<file path="config.mk">
export PLATFORM = sky130hd
export DESIGN_NAME = tlbm_top
export DESIGN_NICKNAME = d
export VERILOG_FILES = /design/src/rtl/tlbm_pkg.sv /design/src/rtl/tlbm_rst_sync.sv /design/src/rtl/tlbm_entry_array.sv /design/src/rtl/tlbm_search.sv /design/src/rtl/tlbm_top.sv
export SDC_FILE = /design/constraint.sdc
export NUM_CORES = 2
export LEC_CHECK = 0
export BUFFER_PORTS_ARGS = -buffer_cell sky130_fd_sc_hd__buf_2
export CAP_MARGIN = 20
export CELL_PAD_IN_SITES_DETAIL_PLACEMENT = 0
export CELL_PAD_IN_SITES_GLOBAL_PLACEMENT = 1
export CORE_ASPECT_RATIO = 0.7
export CORE_MARGIN = 3
export CORE_UTILIZATION = 48
export CTS_CLUSTER_DIAMETER = 60
export DETAILED_ROUTE_END_ITERATION = 7
export PLACE_DENSITY_LB_ADDON = 0.1
export SETUP_SLACK_MARGIN = 0.05
export SYNTH_ARGS = -nofsm -noshare
export SYNTH_HDL_FRONTEND = slang
export SYNTH_SLANG_ARGS = --single-unit
</file>
<file path="constraint.sdc">
create_clock -name clk -period 73.8 [get_ports clk]
set_clock_uncertainty 0.15 [all_clocks]
set_input_delay 7.38 -clock clk [delete_from_list [all_inputs] [get_ports clk]]
set_output_delay 7.38 -clock clk [all_outputs]
set_load 0.01 [all_outputs]
</file>
<file path="src/rtl/tlbm_pkg.sv">
package tlbm_pkg;
  typedef enum logic [2:0] {
    REG_DATA   = 3'd0,
    REG_TAG    = 3'd1,
    REG_PID    = 3'd2,
    REG_ZONE   = 3'd3,
    REG_INDEX  = 3'd4,
    REG_SEARCH = 3'd5
  } tlbm_reg_e;
endpackage

</file>
<file path="src/rtl/tlbm_rst_sync.sv">
module tlbm_rst_sync (
  input  logic clk,
  input  logic arst_n,
  output logic srst_n
);
  logic [1:0] stage_q;

  always_ff @(posedge clk or negedge arst_n) begin
    if (!arst_n) stage_q <= 2'b00;
    else         stage_q <= {stage_q[0], 1'b1};
  end

  assign srst_n = stage_q[1];
endmodule

</file>
<file path="src/rtl/tlbm_entry_array.sv">
module tlbm_entry_array #(
  parameter int N_ENTRIES = 16,
  parameter int REG_W     = 32,
  parameter int ID_W      = 8,
  parameter int SEL_W     = 8,
  parameter int PAGE_LSB  = 10,
  parameter int VALID_BIT = 6,
  localparam int IDX_W    = (N_ENTRIES > 1) ? $clog2(N_ENTRIES) : 1,
  localparam int PAGE_W   = REG_W - PAGE_LSB
) (
  input  logic                              clk,
  input  logic                              rst_n,
  input  logic [SEL_W-1:0]                  sel,
  input  logic                              tag_we,
  input  logic                              data_we,
  input  logic [REG_W-1:0]                  wdata,
  input  logic [ID_W-1:0]                   wtid,
  output logic                              sel_ok,
  output logic [REG_W-1:0]                  sel_tag,
  output logic [REG_W-1:0]                  sel_data,
  output logic [ID_W-1:0]                   sel_tid,
  output logic [N_ENTRIES-1:0][PAGE_W-1:0]  pages,
  output logic [N_ENTRIES-1:0]              valids,
  output logic [N_ENTRIES-1:0][ID_W-1:0]    tids
);
  logic [IDX_W-1:0] sel_i;
  logic [REG_W-1:0] tag_all  [N_ENTRIES];
  logic [REG_W-1:0] data_all [N_ENTRIES];
  logic [ID_W-1:0]  tid_all  [N_ENTRIES];

  assign sel_ok = (int'(sel) < N_ENTRIES);
  assign sel_i  = sel[IDX_W-1:0];

  for (genvar e = 0; e < N_ENTRIES; e++) begin : g_ent
    logic             pick;
    logic             tag_en, data_en;
    logic [REG_W-1:0] tag_q, tag_d, data_q, data_d;
    logic [ID_W-1:0]  tid_q, tid_d;

    always_comb begin
      pick    = sel_ok && (int'(sel_i) == e);
      tag_en  = tag_we && pick;
      data_en = data_we && pick;
      tag_d   = wdata;
      data_d  = wdata;
      tid_d   = wtid;
    end

    always_ff @(posedge clk or negedge rst_n) begin
      if (!rst_n) begin
        tag_q  <= '0;
        data_q <= '0;
        tid_q  <= '0;
      end else begin
        if (tag_en) begin
          tag_q <= tag_d;
          tid_q <= tid_d;
        end
        if (data_en) data_q <= data_d;
      end
    end

    assign tag_all[e]  = tag_q;
    assign data_all[e] = data_q;
    assign tid_all[e]  = tid_q;
    assign pages[e]    = tag_q[REG_W-1:PAGE_LSB];
    assign valids[e]   = tag_q[VALID_BIT];
    assign tids[e]     = tid_q;
  end

  always_comb begin
    sel_tag  = '0;
    sel_data = '0;
    sel_tid  = '0;
    if (sel_ok) begin
      sel_tag  = tag_all[sel_i];
      sel_data = data_all[sel_i];
      sel_tid  = tid_all[sel_i];
    end
  end
endmodule

</file>
<file path="src/rtl/tlbm_search.sv">
module tlbm_search #(
  parameter int N_ENTRIES = 16,
  parameter int ID_W      = 8,
  parameter int PAGE_W    = 22,
  localparam int IDX_W    = (N_ENTRIES > 1) ? $clog2(N_ENTRIES) : 1
) (
  input  logic [PAGE_W-1:0]                 key_page,
  input  logic [ID_W-1:0]                   pid_id,
  input  logic [N_ENTRIES-1:0][PAGE_W-1:0]  pages,
  input  logic [N_ENTRIES-1:0]              valids,
  input  logic [N_ENTRIES-1:0][ID_W-1:0]    tids,
  output logic                              hit,
  output logic [IDX_W-1:0]                  hit_idx
);
  logic [N_ENTRIES-1:0] match;

  for (genvar e = 0; e < N_ENTRIES; e++) begin : g_cmp
    assign match[e] = valids[e] && (pages[e] == key_page) &&
                      ((tids[e] == '0) || (tids[e] == pid_id));
  end

  // Scan from the top so the lowest matching entry is the one left standing.
  always_comb begin
    hit     = 1'b0;
    hit_idx = '0;
    for (int i = N_ENTRIES - 1; i >= 0; i--) begin
      if (match[i]) begin
        hit     = 1'b1;
        hit_idx = IDX_W'(i);
      end
    end
  end
endmodule

</file>
<file path="src/rtl/tlbm_top.sv">
module tlbm_top
  import tlbm_pkg::*;
#(
  parameter int N_ENTRIES = 16,
  parameter int REG_W     = 32,
  parameter int ID_W      = 8,
  parameter int SEL_W     = 8,
  parameter int PAGE_LSB  = 10,
  parameter int VALID_BIT = 6
) (
  input  logic        clk,
  input  logic        rst_n,
  input  logic        req_valid,
  input  logic        req_write,
  input  logic [2:0]  req_reg,
  input  logic [31:0] req_wdata,
  output logic [31:0] rsp_rdata
);
  localparam int IDX_W  = (N_ENTRIES > 1) ? $clog2(N_ENTRIES) : 1;
  localparam int PAGE_W = REG_W - PAGE_LSB;

  logic rst_s_n;
  logic wr_req, rd_req, tag_we, data_we;

  logic [REG_W-1:0] pid_q, pid_d, zone_q, zone_d, idx_q, idx_d, rdata_q, rdata_d;
  logic             pid_en, zone_en, idx_en, rd_en;

  logic                             sel_ok;
  logic [REG_W-1:0]                 sel_tag, sel_data;
  logic [ID_W-1:0]                  sel_tid;
  logic [N_ENTRIES-1:0][PAGE_W-1:0] pages;
  logic [N_ENTRIES-1:0]             valids;
  logic [N_ENTRIES-1:0][ID_W-1:0]   tids;
  logic                             srch_hit;
  logic [IDX_W-1:0]                 srch_idx;

  tlbm_rst_sync u_rst (
    .clk    (clk),
    .arst_n (rst_n),
    .srst_n (rst_s_n)
  );

  always_comb begin
    wr_req  = req_valid && req_write;
    rd_req  = req_valid && !req_write;
    tag_we  = wr_req && (req_reg == REG_TAG);
    data_we = wr_req && (req_reg == REG_DATA);
  end

  tlbm_entry_array #(
    .N_ENTRIES (N_ENTRIES),
    .REG_W     (REG_W),
    .ID_W      (ID_W),
    .SEL_W     (SEL_W),
    .PAGE_LSB  (PAGE_LSB),
    .VALID_BIT (VALID_BIT)
  ) u_array (
    .clk      (clk),
    .rst_n    (rst_s_n),
    .sel      (idx_q[SEL_W-1:0]),
    .tag_we   (tag_we),
    .data_we  (data_we),
    .wdata    (req_wdata),
    .wtid     (pid_q[ID_W-1:0]),
    .sel_ok   (sel_ok),
    .sel_tag  (sel_tag),
    .sel_data (sel_data),
    .sel_tid  (sel_tid),
    .pages    (pages),
    .valids   (valids),
    .tids     (tids)
  );

  tlbm_search #(
    .N_ENTRIES (N_ENTRIES),
    .ID_W      (ID_W),
    .PAGE_W    (PAGE_W)
  ) u_search (
    .key_page (req_wdata[REG_W-1:PAGE_LSB]),
    .pid_id   (pid_q[ID_W-1:0]),
    .pages    (pages),
    .valids   (valids),
    .tids     (tids),
    .hit      (srch_hit),
    .hit_idx  (srch_idx)
  );

  // Process ID: software write (only when the value changes) or tag-port read.
  always_comb begin
    pid_d  = pid_q;
    pid_en = 1'b0;
    if (wr_req && (req_reg == REG_PID) && (req_wdata != pid_q)) begin
      pid_en = 1'b1;
      pid_d  = req_wdata;
    end else if (rd_req && (req_reg == REG_TAG) && sel_ok) begin
      pid_en = 1'b1;
      pid_d  = {{(REG_W-ID_W){1'b0}}, sel_tid};
    end
  end

  always_comb begin
    zone_d  = req_wdata;
    zone_en = wr_req && (req_reg == REG_ZONE) && (req_wdata != zone_q);
  end

  // Index: direct write, or the outcome of a search.
  always_comb begin
    idx_d  = idx_q;
    idx_en = 1'b0;
    if (wr_req && (req_reg == REG_INDEX)) begin
      idx_en = 1'b1;
      idx_d  = req_wdata;
    end else if (wr_req && (req_reg == REG_SEARCH)) begin
      idx_en = 1'b1;
      if (srch_hit) idx_d = {{(REG_W-IDX_W){1'b0}}, srch_idx};
      else          idx_d = {1'b1, idx_q[REG_W-2:0]};
    end
  end

  always_comb begin
    rd_en = rd_req;
    case (req_reg)
      REG_DATA:  rdata_d = sel_data;
      REG_TAG:   rdata_d = sel_tag;
      REG_PID:   rdata_d = pid_q;
      REG_ZONE:  rdata_d = zone_q;
      REG_INDEX: rdata_d = idx_q;
      default:   rdata_d = '0;
    endcase
  end

  always_ff @(posedge clk or negedge rst_s_n) begin
    if (!rst_s_n) begin
      pid_q   <= '0;
      zone_q  <= '0;
      idx_q   <= '0;
      rdata_q <= '0;
    end else begin
      if (pid_en)  pid_q   <= pid_d;
      if (zone_en) zone_q  <= zone_d;
      if (idx_en)  idx_q   <= idx_d;
      if (rd_en)   rdata_q <= rdata_d;
    end
  end

  assign rsp_rdata = rdata_q;
endmodule

</file>
==> results.md <==
* DR vias/cell at about 6
* Max Cap Viol at 0
* H-tree depth at 4
* DP HPWL at 126 mm
* Crit path max-delay cell type: nor4_2
* Post-cts gate resize count at 0
* Most frequent cell after synthesis: dfrtp_1
* Die width at ~440 µm
* Total clock sinks at about 1300
* Mapped Avg Cell Area at ~13 µm²
* WP data arrival at 11.11 ns
* Nature of the critical path endpoint: flip-flop
* Post-CTS Hold Fix Bufs at 0
* Final period utilization at 0.144
* Die Area at between 0.1 and 0.15 mm²
* R2R Setup Slk at roughly 68 ns
* Mapped Cells at about 5000
* Final Worst Setup Slack at 63.19 ns
* FF+latch area at 0.0321 mm²
* First-pass GRT wire length at ~290 mm
* Reg2reg path depth at 6
* Most Frequent Cell on Critical Path: buf_4
* CP Cell Sequence: buf_2 > buf_4 > inv_2 > nor4_2 > nand2_1 > nor2_4 > buf_4 > mux2_2
* Global route hottest layer: met1
* Setup violators final at 0
* Worst-Skew Late Latency at around 0.79 ns
* Source of the worst register-to-register timing path: u_rst.stage_q[1]
* Die Ht at 311 µm
* Area of the multi-input gates at 0.0295 mm²
* CTS tree: yes
* Sequential element share of the synthesized area at 0.504
* Synthesis Warnings at 0
* Yosys reg bits at roughly 1300
* Post-synth top flop: dfrtp_1
* I/O Buffers at 70
* Worst Max-Slew Pin Slew at between 1 and 1.5 ns
* GR Util met3 at 0.0793
* Slew Viols, Final at 0
* Clock transition at the registers of the reported paths at roughly 0.060 ns
* Synth area leader: dfrtp_1
* Crit Path Class: in2reg
* WP data required at between 70 and 80 ns
* Syn Nets at slightly below 5000
* Hold Vio Cnt, Final at 0
* P_leak at roughly 31 nW
* P&R area growth vs syn at 9.57%
* Worst VDD drop at between 0.02 and 0.025 mV
* Clock buffer depth at 3
* Pin count of the biggest net entering global routing at 174
* Nets at between 4000 and 5000
* Setup TNS at 0 ns
* Vias in the first global route at 39532
* Initial Util at 0.485
* IO Pins at 71
* CTS root buf: clkbuf_16
* Max stage delay on crit path at 0.94 ns
* R2R Path End: u_array.g_ent[0].data_q[19]
* Max FO, Critical Path at 43
* Post-synthesis cell type count at 57
* Worst min-delay path class: reg2async
* Drt first pass iters at 6
* Max Freq at 94.2 MHz
* Via count at between 40000 and 50000
* Post-DRT Antenna Nets at 0
* Setup WS pre-CTS at around 62 ns
* Post-synth top cells: dfrtp_1, mux2_2, nand2_1
* Met2 GRT Util at 0.391
* Synth top area cells: dfrtp_1, mux2_2, mux4_2
* Met1 Resource Use GR at 0.448
* Post-Synthesis Cell Area at between 0.06 and 0.07 mm²
* Initial antenna violation count at 10
* Initial DRC count at between 4000 and 5000
* Status: finished, final reports clean
* PwrDens at roughly 25 mW/mm²
* Residual DRC at 0
* Drt total wl at 194 mm
* Postcts setup bufs at 0
* Routability Congestion at slightly below 0.9
* Share of cells above drive strength 1 at 0.318
* Gr ovfl total at 0
* Synth top area share at 0.504
* Ys async rst share at 1.00
* WL/cell at a little under 30 µm
* Max-Slew Margin vs Limit at 0.216
* Startpoint Class: input port
* Fin crit period at between 10 and 15 ns
* RSZ-0062 raised after global routing: no
* Fill cells at approximately 11000
* Aggregate global-route resource usage at 0.287
* Clock buffer count from CTS at between 100 and 150
* Rows at roughly 110
* Core ar. at around 0.13 mm²
* EDFF count, synth at 0
worst max-delay path by stage:
| stage | start | to | slack, ns | cells past startpoint |
|---|---|---|---|---|
| floorplan | u_rst.stage_q[1] | idx_q[0] | 35.27 | 0 |
| global placement | req_reg[0] | u_array.g_ent[4].tag_q[18] | 62.46 | 8 |
| detailed placement | req_reg[0] | u_array.g_ent[4].tag_q[21] | 62.45 | 8 |
| CTS | req_reg[0] | u_array.g_ent[4].tag_q[18] | 63.30 | 8 |
| global route | req_reg[0] | u_array.g_ent[4].tag_q[15] | 63.06 | 8 |
| finish | req_reg[0] | u_array.g_ent[4].tag_q[18] | 63.19 | 8 |
kinds of logic (layout without fill, tap and decap cells):
kind of cell | after synthesis | count (layout) | synth area share
flip-flops | 1282 | 1282 | 0.504
other | 1 | 8 | 0.0000589
buffers and inverters | 496 | 466 | 0.0361
AO/OA/AOI/OAI | 581 | 581 | 0.0521
XOR/XNOR | 544 | 544 | 0.0752
multiplexers | 1198 | 1198 | 0.274
AND/OR/NAND/NOR | 799 | 799 | 0.0586
critical path: cells and delay by family:
family | cells | cell delay [ns]
muxes | 1 | 0.38
buffers and inverters | 4 | 1.23
and+or+nand+nor | 3 | 2.01
cells in the final DEF, fill, tap and decap left out, drive strengths merged, types with 2 or more instances in the layout:
| cell | synthesis | routed |
|---|---|---|
| xor2 | 152 | 152 |
| bufinv | 0 | 5 |
| dfrtp | 1282 | 1282 |
| clkinv | 0 | 25 |
| o22ai | 5 | 5 |
| xnor2 | 392 | 392 |
| nand4 | 111 | 111 |
| nor4 | 90 | 90 |
| mux2i | 69 | 69 |
| inv | 31 | 38 |
| or3 | 2 | 2 |
| or4 | 3 | 3 |
| or2 | 2 | 2 |
| nand2 | 485 | 485 |
| o221ai | 33 | 33 |
| diode | 0 | 7 |
| nand3 | 50 | 50 |
| mux4 | 360 | 360 |
| nor3 | 7 | 7 |
| and4 | 3 | 3 |
| clkbuf | 268 | 208 |
| a21oi | 10 | 10 |
| nor2b | 3 | 3 |
| o21ai | 464 | 464 |
| nor2 | 34 | 34 |
| mux2 | 769 | 769 |
| a22oi | 3 | 3 |
| buf | 197 | 189 |
| a22o | 59 | 59 |
| nand2b | 2 | 2 |
state kept, by name, indices dropped and copies added (netlist names):
name / count
idx_q: 32
u_array.g_ent.tid_q: 128
rsp_rdata: 32
zone_q: 32
u_array.g_ent.tag_q: 512
u_rst.stage_q: 2
pid_q: 32
u_array.g_ent.data_q: 512
metrics by stage:
step / hold WS (ns) / cells / util / cell area, µm² / power, W
finish: 0.183 / 6629 / 0.532 / 69800 / 0.00176
global placement: 0.189 / 6371 / 0.496 / 65200 / 0.00106
CTS: 0.200 / 6615 / 0.531 / 69700 / 0.00177
detailed placement: 0.186 / 6372 / 0.497 / 65200 / 0.00107
global route: 0.210 / 6625 / 0.532 / 69800 / 0.00182
floorplan: 0.181 / 4901 / - / 63700 / 0.000976
layout make-up:
type,instances,share of cell area
diodes,7,0.000251
flip-flops and latches,1282,0.460
repair buffers,192,0.0186
inverters,31,0.00167
well taps,1751,0.0314
clock buffers,205,0.0595
multi-input cells,3123,0.423
clock inverters,38,0.00529
power by group:
part | switching, W | total [W] | internal (W)
sequential | 0.0000364 | 0.000776 | 0.000739
clock | 0.000296 | 0.000702 | 0.000406
combinational | 0.000167 | 0.000278 | 0.000111
total | 0.000499 | 0.00176 | 0.00126
per-layer routing:
| metal | share of wire | up-vias |
|---|---|---|
| li1 | - | 17444 |
| met1 | 0.47 | 21283 |
| met2 | 0.42 | 1359 |
| met3 | 0.083 | 218 |
| met4 | 0.022 | 2 |
| met5 | 0.000052 | - |
Note: power is estimated with default switching activity, not from simulation.
